<file path="config.mk">
export PLATFORM = sky130hd
export DESIGN_NAME = ecc_err_capture
export DESIGN_NICKNAME = d
export VERILOG_FILES = /design/src/rtl/ecc_cap_pkg.sv /design/src/rtl/ecc_cap_ctrl.sv /design/src/rtl/ecc_cap_log.sv /design/src/rtl/ecc_cap_out.sv /design/src/rtl/ecc_err_capture.sv
export SDC_FILE = /design/constraint.sdc
export NUM_CORES = 1
export LEC_CHECK = 0
export ABC_AREA = 0
export ABC_CLOCK_PERIOD_IN_PS = 1260
export BUFFER_PORTS_ARGS = -buffer_cell sky130_fd_sc_hd__clkbuf_2
export CAP_MARGIN = 10
export CORE_MARGIN = 1
export CORE_UTILIZATION = 37
export DETAILED_ROUTE_END_ITERATION = 6
export GPL_TIMING_DRIVEN = 0
export HOLD_SLACK_MARGIN = 0.05
export PLACE_DENSITY = 0.77
export SYNTH_ARGS = -nofsm -noshare
export SYNTH_HDL_FRONTEND = slang
export SYNTH_SLANG_ARGS = --single-unit
</file>
<file path="constraint.sdc">
create_clock -name clk -period 1.26 [get_ports clk]
set_input_delay 0.252 -clock clk [delete_from_list [all_inputs] [get_ports clk]]
set_output_delay 0.252 -clock clk [all_outputs]
set_load 0.05 [all_outputs]
</file>
<file path="src/rtl/ecc_cap_pkg.sv">
// Shared constants and types for the ECC error capture register.
// Assumes a fixed 32-bit register layout with the control bits at
// the edges and the two status flags in the lowest bits.
package ecc_cap_pkg;
    localparam int REG_W        = 32;
    localparam int BIT_SCRUB_DIS = 31;
    localparam int BIT_SERR_EN   = 3;
    localparam int BIT_NMI_EN    = 2;
    localparam int BIT_MBE       = 1;
    localparam int BIT_SBE       = 0;
    localparam int SYN_LSB       = 4;

    // Status encoding: bit 1 = multi-bit captured, bit 0 = single-bit captured
    typedef enum logic [1:0] {
        CAP_NONE = 2'b00,
        CAP_SBE  = 2'b01,
        CAP_MBE  = 2'b10
    } cap_kind_t;

    typedef struct packed {
        logic scrub_dis;
        logic serr_en;
        logic nmi_en;
    } ctrl_t;
endpackage

</file>
<file path="src/rtl/ecc_cap_ctrl.sv">
// Control bit holder: scrub disable, system-error enable, interrupt enable.
// Assumes every write updates all three bits; there are no byte enables.
module ecc_cap_ctrl
    import ecc_cap_pkg::*;
(
    input  logic             clk,
    input  logic             rst_n,
    input  logic             wr_en,
    input  logic [REG_W-1:0] wdata,
    output ctrl_t            ctrl_o
);
    ctrl_t ctrl_q;

    // Load the control bits on a write, clear them on reset
    always_ff @(posedge clk) begin
        if (!rst_n) begin
            ctrl_q <= '0;
        end else if (wr_en) begin
            ctrl_q.scrub_dis <= wdata[BIT_SCRUB_DIS];
            ctrl_q.serr_en   <= wdata[BIT_SERR_EN];
            ctrl_q.nmi_en    <= wdata[BIT_NMI_EN];
        end
    end

    assign ctrl_o = ctrl_q;
endmodule

</file>
<file path="src/rtl/ecc_cap_log.sv">
// First-error logger. Captures kind, upper address bits and syndrome
// while no error is held; freezes until software clears the held flag.
// Assumes the checker presents address and syndrome with the pulse.
module ecc_cap_log
    import ecc_cap_pkg::*;
#(
    parameter int ADDR_W = 32,
    parameter int SYN_W  = 8,
    parameter int LOG_W  = 19
) (
    input  logic              clk,
    input  logic              rst_n,
    input  logic              err_single,
    input  logic              err_multi,
    input  logic [ADDR_W-1:0] err_addr,
    input  logic [SYN_W-1:0]  err_syn,
    input  logic              wr_en,
    input  logic [1:0]        clr_bits,
    output cap_kind_t         kind_o,
    output logic [LOG_W-1:0]  addr_o,
    output logic [SYN_W-1:0]  syn_o
);
    cap_kind_t        kind_q;
    logic [LOG_W-1:0] addr_q;
    logic [SYN_W-1:0] syn_q;
    logic             armed;
    logic             hit;

    assign armed = (kind_q == CAP_NONE);
    assign hit   = err_single | err_multi;

    // Status flags: capture when armed (multi-bit wins), else W1C clears
    always_ff @(posedge clk) begin
        if (!rst_n) begin
            kind_q <= CAP_NONE;
        end else if (armed) begin
            if (err_multi)
                kind_q <= CAP_MBE;
            else if (err_single)
                kind_q <= CAP_SBE;
        end else if (wr_en) begin
            kind_q <= cap_kind_t'(kind_q & ~clr_bits);
        end
    end

    // Address and syndrome fields load only on a capture
    always_ff @(posedge clk) begin
        if (!rst_n) begin
            addr_q <= '0;
            syn_q  <= '0;
        end else if (armed && hit) begin
            addr_q <= err_addr[ADDR_W-1 -: LOG_W];
            syn_q  <= err_syn;
        end
    end

    assign kind_o = kind_q;
    assign addr_o = addr_q;
    assign syn_o  = syn_q;
endmodule

</file>
<file path="src/rtl/ecc_cap_out.sv">
// Output conditioning: level interrupt and system-error requests from the
// held status and enables, plus the scrub request for corrected reads.
// Assumes the scrub path accepts a single-cycle combinational request.
module ecc_cap_out
    import ecc_cap_pkg::*;
(
    input  cap_kind_t kind,
    input  ctrl_t     ctrl,
    input  logic      err_single,
    output logic      nmi_req,
    output logic      serr,
    output logic      scrub_req
);
    // Derive the three outward requests
    always_comb begin
        nmi_req   = kind[BIT_SBE] & ctrl.nmi_en;
        serr      = kind[BIT_MBE] & ctrl.serr_en;
        scrub_req = err_single & ~ctrl.scrub_dis;
    end
endmodule

</file>
<file path="src/rtl/ecc_err_capture.sv">
// ECC error capture register top. Joins the control holder, the first-error
// logger and the output stage, and presents one 32-bit register view.
// Assumes ADDR_W and SYN_W leave exactly the remaining bits for the address.
module ecc_err_capture
    import ecc_cap_pkg::*;
#(
    parameter int ADDR_W = 32,
    parameter int SYN_W  = 8
) (
    input  logic              clk,
    input  logic              rst_n,
    input  logic              err_single_i,
    input  logic              err_multi_i,
    input  logic [ADDR_W-1:0] err_addr_i,
    input  logic [SYN_W-1:0]  err_syn_i,
    input  logic              reg_wr_i,
    input  logic [REG_W-1:0]  reg_wdata_i,
    output logic [REG_W-1:0]  reg_rdata_o,
    output logic              nmi_req_o,
    output logic              serr_o,
    output logic              scrub_req_o
);
    localparam int LOG_W   = BIT_SCRUB_DIS - SYN_LSB - SYN_W;
    localparam int ADR_LSB = SYN_LSB + SYN_W;

    ctrl_t            ctrl;
    cap_kind_t        kind;
    logic [LOG_W-1:0] log_addr;
    logic [SYN_W-1:0] log_syn;

    ecc_cap_ctrl u_ctrl (
        .clk    (clk),
        .rst_n  (rst_n),
        .wr_en  (reg_wr_i),
        .wdata  (reg_wdata_i),
        .ctrl_o (ctrl)
    );

    ecc_cap_log #(
        .ADDR_W (ADDR_W),
        .SYN_W  (SYN_W),
        .LOG_W  (LOG_W)
    ) u_log (
        .clk        (clk),
        .rst_n      (rst_n),
        .err_single (err_single_i),
        .err_multi  (err_multi_i),
        .err_addr   (err_addr_i),
        .err_syn    (err_syn_i),
        .wr_en      (reg_wr_i),
        .clr_bits   (reg_wdata_i[BIT_MBE:BIT_SBE]),
        .kind_o     (kind),
        .addr_o     (log_addr),
        .syn_o      (log_syn)
    );

    ecc_cap_out u_out (
        .kind       (kind),
        .ctrl       (ctrl),
        .err_single (err_single_i),
        .nmi_req    (nmi_req_o),
        .serr       (serr_o),
        .scrub_req  (scrub_req_o)
    );

    // Assemble the software-visible register
    always_comb begin
        reg_rdata_o                                  = '0;
        reg_rdata_o[BIT_SCRUB_DIS]                   = ctrl.scrub_dis;
        reg_rdata_o[ADR_LSB +: LOG_W]                = log_addr;
        reg_rdata_o[SYN_LSB +: SYN_W]                = log_syn;
        reg_rdata_o[BIT_SERR_EN]                     = ctrl.serr_en;
        reg_rdata_o[BIT_NMI_EN]                      = ctrl.nmi_en;
        reg_rdata_o[BIT_MBE:BIT_SBE]                 = kind;
    end
endmodule

</file>
==> results of run 1 <==
[power groups by stage]
stage / Combinational [mW] / Sequential [mW] / Clock [mW]
global route: 0.843 / 1.16 / 0.658
finish: 0.789 / 1.15 / 0.590
detailed placement: 0.755 / 1.18 / 0
floorplan: 0.262 / 1.49 / 0
global placement: 0.749 / 1.18 / 0
CTS: 0.768 / 1.15 / 0.616
[worst reg2reg max path, delay by kind of cell (launching register included)]
kind | cells | cell delay (ns)
and+or+nand+nor | 1 | 0.20
buffers and inverters | 2 | 0.31
DFF | 1 | 0.37
muxes | 1 | 0.19
[Yosys cell counts]
cell,count
sky130_fd_sc_hd__dfxtp_1,32
sky130_fd_sc_hd__and2_2,1
sky130_fd_sc_hd__mux2i_1,30
sky130_fd_sc_hd__a311oi_1,1
sky130_fd_sc_hd__and2_1,1
sky130_fd_sc_hd__nor3_2,1
sky130_fd_sc_hd__a21oi_1,2
sky130_fd_sc_hd__inv_1,2
sky130_fd_sc_hd__nand3_1,1
sky130_fd_sc_hd__nor2b_1,3
sky130_fd_sc_hd__buf_2,3
sky130_fd_sc_hd__clkbuf_1,4
sky130_fd_sc_hd__buf_12,2
sky130_fd_sc_hd__buf_6,1
sky130_fd_sc_hd__nand2_1,55
sky130_fd_sc_hd__nor2_1,4
[layout make-up]
cell class	instances	area (um2)
Buffer	10	81.3
Clock buffer	8	58.8
Fill cell	345	1480
Inverter	2	7.51
Multi-Input combinational cell	99	594
Sequential cell	32	651
Tap cell	46	57.6
Timing Repair Buffer	74	434
[flip-flops by register name, summed over array words and instances, names as in the netlist]
| signal | cells |
|---|---|
| u_log.syn_o | 8 |
| u_log.addr_o | 19 |
| u_ctrl.ctrl_o | 3 |
| u_log.kind_o | 2 |
[worst max path at each step]
stage	end	cells after the start
floorplan	scrub_req_o	1
global placement	u_log.addr_o[8]	6
finish	serr_o	2
CTS	serr_o	2
detailed placement	u_log.addr_o[8]	6
global route	serr_o	2
[layout by cell type (no fill, tap or decap)]
master,synthesis,routed
sky130_fd_sc_hd__clkbuf_2,0,63
sky130_fd_sc_hd__nand2_1,55,55
sky130_fd_sc_hd__mux2i_1,30,30
sky130_fd_sc_hd__dfxtp_1,32,28
sky130_fd_sc_hd__clkbuf_4,0,7
sky130_fd_sc_hd__clkbuf_1,4,6
sky130_fd_sc_hd__buf_4,0,5
sky130_fd_sc_hd__buf_2,3,4
sky130_fd_sc_hd__nor2_1,4,4
sky130_fd_sc_hd__and2_4,0,2
sky130_fd_sc_hd__buf_6,1,2
sky130_fd_sc_hd__buf_12,2,2
sky130_fd_sc_hd__inv_1,2,2
sky130_fd_sc_hd__a21oi_1,2,2
sky130_fd_sc_hd__nor2b_1,3,2
sky130_fd_sc_hd__clkbuf_16,0,2
sky130_fd_sc_hd__dfxtp_2,0,2
sky130_fd_sc_hd__dfxtp_4,0,2
sky130_fd_sc_hd__nor2b_2,0,1
sky130_fd_sc_hd__nor3_2,1,1
sky130_fd_sc_hd__a311oi_1,1,1
sky130_fd_sc_hd__nand3_1,1,1
sky130_fd_sc_hd__clkbuf_8,0,1
[what timing repair did]
action	CTS	global route
gates resized for setup	11	7
pin swaps	2	0
setup buffers	1	4
setup endpoints to repair	5	13
hold buffers	0	0
endpoints found under the hold margin	0	0
[per-layer routing]
layer  wire (um)  up-vias  part of all wire, %
met1        1290      537                   46
met3         180        4                  6.5
met4          22        0                 0.79
li1            -      623                    -
met2        1290       44                   46
met5           0        -                    0
[cells by family (layout without fill, tap and decap cells)]
kind of cell           Yosys count  in the layout  share of synthesized area [%]
buffers and inverters           12             94                           6.74
multiplexers                    30             30                           22.8
AND/OR/NAND/NOR                 66             66                           20.4
AO/OA/AOI/OAI                    3              3                           1.42
flip-flops                      32             32                           48.6
[through the flow]
stage               std cells  util (%)
finish                    271      56.0
detailed placement        258      51.4
global placement          258      51.4
floorplan                 143         -
CTS                       267      54.9
global route              271      56.0
==> flow_summary.rst, run 1 <==
.. list-table::
   :header-rows: 1

   * - Metric
     - Value
   * - Outcome
     - finished, final reports clean
   * - Root buffer cell
     - sky130_fd_sc_hd__clkbuf_4
   * - Category of the most critical setup path
     - register to output pin
   * - Largest stage delay, worst path
     - 0.38 ns
   * - Pin count of the biggest net entering global routing
     - 11
   * - Number of buffers added by the clock tree synthesis step
     - 5
   * - Headroom to the max-slew limit
     - 71.5%
   * - Clock network latency to the later pin of the worst-skew pair
     - 0.32 ns
   * - X dimension of the die
     - 61.7 um
   * - Count of buffering cells on the critical path with inverters included
     - 1
   * - Summed negative setup slack over all endpoints
     - 0 ns
   * - Worst EP arrival
     - 1.00 ns
   * - First-pass GRT wire length
     - 4020 um
   * - Count of nets after finishing
     - 301
   * - Share of power burned in registers
     - 45.5%
   * - Sink of the worst hold path
     - u_log.kind_o[1]
   * - Final routed wire length divided by cell count
     - 10.3 um
   * - Netlist cell types
     - 16
   * - Post-route cell area
     - 1880 um2
   * - Number of clock sinks
     - 32
   * - Dominant cells by area after synthesis
     - sky130_fd_sc_hd__dfxtp_1 (49%), sky130_fd_sc_hd__mux2i_1 (23%), sky130_fd_sc_hd__nand2_1 (16%)
   * - Fmax achieved
     - 0.798 GHz
   * - Number of global-route vias before repair
     - 977
   * - Min-delay src
     - reg_wdata_i[1]
   * - Top-level I/O count
     - 112
   * - Total routing usage reported by global routing
     - 14.9%
   * - Worst Slack Setup Final
     - 0.00739 ns
   * - Unrepaired setup endpoints after global routing
     - yes
   * - Post-detailed-placement half-perimeter wirelength
     - 2030 um
   * - Number of cell rows
     - 21
   * - Number of cells on the worst hold path
     - 2
   * - Cell-by-cell listing of the critical path
     - and2_4 -> clkbuf_16
   * - Syn avg cell area
     - 9.21 um2
   * - Part of the cycle the worst path needs
     - 99.4%
   * - Place WS
     - 0.0660 ns
   * - FF+latch count, synth
     - 32
   * - Length in cells of the worst reg-to-reg path
     - 4
   * - H-tree depth reported by CTS
     - 2
   * - Antenna diode instance count
     - 0
   * - Static power due to leakage
     - 0.976 nW
   * - Startpoint kind of the worst setup timing path
     - register
   * - Starting density of the core
     - 39.2%
   * - Number of buffers inserted by port buffering
     - 69
   * - Worst hold margin
     - 0.123 ns
   * - Met1 Usage GRT
     - 17.1%
   * - Core area
     - 3360 um2
   * - Hold Path Class
     - input port to register
   * - CTS Buffer Depth
     - 2
   * - Routing usage on met2
     - 24.6%
   * - Switching power share of the total
     - 34.9%
   * - Largest area contributor in the netlist
     - sky130_fd_sc_hd__dfxtp_1
   * - Post-detailed-route via-to-cell ratio
     - 4.46
   * - Part of the total power dissipated in combinational logic
     - 31.2%
   * - Max_cap viols
     - 0
   * - CTS tree
     - built
   * - Seq/Total Area, Yosys
     - 48.6%
   * - Post-synthesis net count
     - 220
   * - Slew Viols, Final
     - 0
   * - Largest delay share family, worst path
     - flip-flops
   * - Post-synth design cell area
     - 1320 um2
   * - Net switching power
     - 0.883 mW
   * - Clk pwr share
     - 23.3%
   * - Number of DRC violations after detailed-routing iteration 0
     - 49
   * - Met3 usage in global routing
     - 6.09%
   * - R2R Setup Slk
     - 0.11 ns
   * - Post-synthesis to final-layout area growth
     - 43.0%
   * - Highest-utilization routing layer at the global route stage
     - met2
   * - Max VDD drop
     - 0.592 mV
   * - Via Count
     - 1208
   * - Count of final hold-check violations
     - 0
   * - Die Area
     - 3800 um2
   * - Internal portion of total power
     - 1.65 mW
   * - Vertical die dimension
     - 61.7 um
   * - Critical path data required time
     - 1.01 ns
   * - Placed standard-cell area
     - 1730 um2
   * - Number of iterations in the first detailed-routing pass
     - 4
   * - Count of unresolved DRC violations after routing
     - 0
   * - Worst Max-Slew Pin Slew
     - 0.428 ns
   * - Setup violators final
     - 0
   * - Reg2Reg Launch Point
     - u_log.kind_o[0]
   * - Post-synthesis cell count
     - 143
   * - Residual overflow from global routing
     - 0
   * - Timing startpoint of the critical path
     - u_log.kind_o[1]
   * - Post-detailed-routing wire length
     - 2780 um
   * - Post-route clock skew
     - 0.00681 ns
   * - Post-route ant nets
     - 0
   * - Tot Pwr
     - 2.53 mW
   * - Element type at the critical path end
     - output pin
   * - Clock transition time at the flip-flop clock pins of the worst setup and hold paths
     - 0.09 ns
   * - Initial antenna violation count
     - 0
   * - Slowest stage cell on the critical path
     - sky130_fd_sc_hd__dfxtp_4
   * - Minimum clock period
     - 1.25 ns
   * - Ratio of cells with drive above 1 in the final layout
     - 41.8%
   * - Yosys Warn Count
     - 0
   * - Worst r2r dst
     - u_log.addr_o[18]
   * - Placer Congestion
     - 0.679
   * - Top fanout value on the critical path
     - 6
   * - PD cells
     - 1340 nW/um2
   * - Share of the synthesized area in the top cell type
     - 48.6%
Power figures use the tool's default switching activity.
==> run 2: changes to the inputs <==
Settings changed: ABC_CLOCK_PERIOD_IN_PS 1260 to 1420, CORE_MARGIN 1 to unset, SETUP_SLACK_MARGIN set to 0.1.
Clock period 1.26 ns to 1.42 ns, I/O delays scaled along.
==> flow_summary.rst, run 2 (synthesis gave the netlist of run 1 again) <==
.. list-table::
   :header-rows: 1

   * - Metric
     - Value
   * - Finished Layout Cells
     - 269 (-0.74%)
   * - Clock network latency to the later pin of the worst-skew pair
     - 0.33 ns (about the same)
   * - First-pass GRT wire length
     - 4240 um (+5.5%)
   * - Net switching power
     - 0.798 mW (-9.6%)
   * - Commonest non-fill, non-tap cell in the layout
     - sky130_fd_sc_hd__clkbuf_2
   * - Most frequent cells in the layout
     - sky130_fd_sc_hd__clkbuf_2 (64), sky130_fd_sc_hd__nand2_1 (55), sky130_fd_sc_hd__mux2i_1 (30)
   * - Count of nets after finishing
     - 300 (-0.33%)
   * - Residual overflow from global routing
     - 0 (unchanged)
   * - Category of the most critical setup path
     - register to output pin
   * - Part of the total power dissipated in combinational logic
     - 30.2% (-1.0 points)
   * - Startpoint kind of the worst setup timing path
     - register
   * - Number of flip-flops under the largest register name
     - 19 (unchanged)
   * - Placer Congestion
     - 0.646 (-4.9%)
   * - Sink of the worst hold path
     - u_log.kind_o[1]
   * - Initial antenna violation count
     - 0 (unchanged)
   * - Total routing usage reported by global routing
     - 15.8% (+0.94 points)
   * - Summed negative setup slack over all endpoints
     - 0 ns (unchanged)
   * - Element type at the critical path end
     - output pin
   * - Fmax achieved
     - 0.769 GHz
   * - Top fanout value on the critical path
     - 6 (unchanged)
   * - Length in cells of the worst reg-to-reg path
     - 5 (+1)
   * - Largest delay share family, worst path
     - flip-flops
   * - Worst Max-Slew Pin Slew
     - 0.442 ns (+0.0140 ns)
   * - Largest stage delay, worst path
     - 0.39 ns (about the same)
   * - Post-synthesis to final-layout area growth
     - 41.8%
   * - CTS Buffer Depth
     - 2 (unchanged)
   * - Die Area
     - 3800 um2 (unchanged)
   * - Cell count after placement
     - 258 (unchanged)
   * - Starting density of the core
     - 39.2% (unchanged)
   * - Count of buffering cells on the critical path with inverters included
     - 1 (unchanged)
   * - Number of buffers inserted by port buffering
     - 69 (unchanged)
   * - Max_cap viols
     - 0 (unchanged)
   * - Max VDD drop
     - 0.588 mV (-0.70%)
   * - Slowest stage cell on the critical path
     - sky130_fd_sc_hd__dfxtp_4
   * - Switching power share of the total
     - 34.9% (about the same)
   * - Critical path data required time
     - 1.14 ns (+0.13 ns)
   * - Part of the cycle the worst path needs
     - 91.6%
   * - PD cells
     - 1230 nW/um2 (-8.8%)
   * - Post-detailed-route via-to-cell ratio
     - 4.48 (+0.58%)
   * - Worst r2r dst
     - u_log.addr_o[12]
   * - Final routed wire length divided by cell count
     - 10.6 um (+3.4%)
   * - Outcome
     - finished, final reports clean
   * - Root buffer cell
     - sky130_fd_sc_hd__clkbuf_4
   * - Hold Path Class
     - input port to register
   * - Count of unresolved DRC violations after routing
     - 0 (unchanged)
   * - Clock transition time at the flip-flop clock pins of the worst setup and hold paths
     - 0.09 ns (about the same)
   * - Post-detailed-placement half-perimeter wirelength
     - 2010 um (-1.2%)
   * - Unrepaired setup endpoints after global routing
     - yes
   * - Number of cells on the worst hold path
     - 2 (unchanged)
   * - Worst hold margin
     - 0.145 ns (+0.0221 ns)
   * - Reg2Reg Launch Point
     - u_log.kind_o[1]
   * - Internal portion of total power
     - 1.49 mW (-9.5%)
   * - Number of cell rows
     - 21 (unchanged)
   * - Pin count of the biggest net entering global routing
     - 11 (unchanged)
   * - R2R Setup Slk
     - 0.17 ns (+0.06 ns)
   * - Post-detailed-routing wire length
     - 2850 um (+2.6%)
   * - Min-delay src
     - reg_wdata_i[1]
   * - Core area
     - 3360 um2 (unchanged)
   * - Number of global-route vias before repair
     - 1011 (+3.5%)
   * - Number of buffers added by the clock tree synthesis step
     - 5 (unchanged)
   * - Worst EP arrival
     - 1.02 ns (+0.02 ns)
   * - Post-route ant nets
     - 0 (unchanged)
   * - Minimum clock period
     - 1.30 ns
   * - Number of iterations in the first detailed-routing pass
     - 4 (unchanged)
   * - H-tree depth reported by CTS
     - 2 (unchanged)
   * - Top-level I/O count
     - 112 (unchanged)
   * - Clk pwr share
     - 25.1% (+1.8 points)
   * - Filler cells
     - 355 (+2.9%)
   * - X dimension of the die
     - 61.7 um (unchanged)
   * - Ratio of cells with drive above 1 in the final layout
     - 42.2% (+0.37 points)
   * - Number of clock sinks
     - 32 (unchanged)
   * - Share of power burned in registers
     - 44.7% (-0.8 points)
   * - Via Count
     - 1206 (-0.17%)
   * - Static power due to leakage
     - 0.973 nW (-0.32%)
   * - Post-CTS Hold Buffers
     - 0 (unchanged)
   * - Cell-by-cell listing of the critical path
     - and2_4 -> clkbuf_16
   * - Setup violators final
     - 0 (unchanged)
   * - Post-route clock skew
     - 0.00393 ns (-0.00289 ns)
   * - Timing startpoint of the critical path
     - u_log.kind_o[0]
   * - Headroom to the max-slew limit
     - 70.5% (-0.93 points)
   * - CTS tree
     - built
   * - Antenna diode instance count
     - 0 (unchanged)
   * - Vertical die dimension
     - 61.7 um (unchanged)
   * - Slew Viols, Final
     - 0 (unchanged)
   * - Count of final hold-check violations
     - 0 (unchanged)
   * - Number of DRC violations after detailed-routing iteration 0
     - 44 (-10%)
   * - Core utilization of the finished layout
     - 55.5% (-0.48 points)
[run 2: per-stage QoR]
step	power (mW)	instance area, um2	setup WS, ns
3_3_place_gp	1.71	1730	0.230
2_1_floorplan	1.55	1320	0.112
6_report	2.29	1870	0.120
5_1_grt	2.41	1870	0.0832
3_5_place_dp	1.71	1730	0.188
4_1_cts	2.31	1850	0.0948
[run 2: per-layer routing]
| layer | up-vias | wire [um] | global-route usage, % | share of wire [%] |
|---|---|---|---|---|
| met4 | 0 | 65 | 9.52 | 2.3 |
| met5 | - | 0 | 0 | 0 |
| met1 | 535 | 1250 | 18.3 | 44 |
| li1 | 621 | - | - | - |
| met3 | 8 | 160 | 4.41 | 5.6 |
| met2 | 42 | 1380 | 25.8 | 48 |
[run 2: power groups by stage]
stage	combinational [mW]	clock, mW	sequential [mW]
3_3_place_gp	0.665	0	1.04
4_1_cts	0.685	0.602	1.02
2_1_floorplan	0.232	0	1.32
3_5_place_dp	0.668	0	1.05
5_1_grt	0.740	0.639	1.03
6_report	0.691	0.576	1.02
[run 2: repair_timing]
action	CTS	global route
gates cloned	0	0
pin swaps	1	0
resized for setup	10	7
buffers inserted	2	2
setup endpoints to repair	3	24
[run 2: worst reg2reg max path: stages, from the launching register on]
cell,delay (ns)
sky130_fd_sc_hd__dfxtp_4,0.36
sky130_fd_sc_hd__buf_4,0.13
sky130_fd_sc_hd__nor3_2,0.18
sky130_fd_sc_hd__buf_6,0.15
sky130_fd_sc_hd__buf_4,0.16
sky130_fd_sc_hd__mux2i_1,0.19
[run 2: area by class of cell]
type | instances | area (um2) | share of cell area, %
plain buffers | 10 | 81.3 | 4.35
clock buffers | 7 | 65.1 | 3.48
inverters | 2 | 7.51 | 0.402
multi-input cells | 99 | 594 | 31.8
flip-flops and latches | 32 | 651 | 34.8
well taps | 46 | 57.6 | 3.08
repair buffers | 73 | 412 | 22.0
[run 2: worst max-delay path by stage]
stage          cells after the start         endpoint
2_1_floorplan                      1        nmi_req_o
6_report                           2        nmi_req_o
4_1_cts                            5  u_log.addr_o[9]
5_1_grt                            2        nmi_req_o
3_3_place_gp                       6  u_log.addr_o[3]
3_5_place_dp                       6   u_log.syn_o[5]
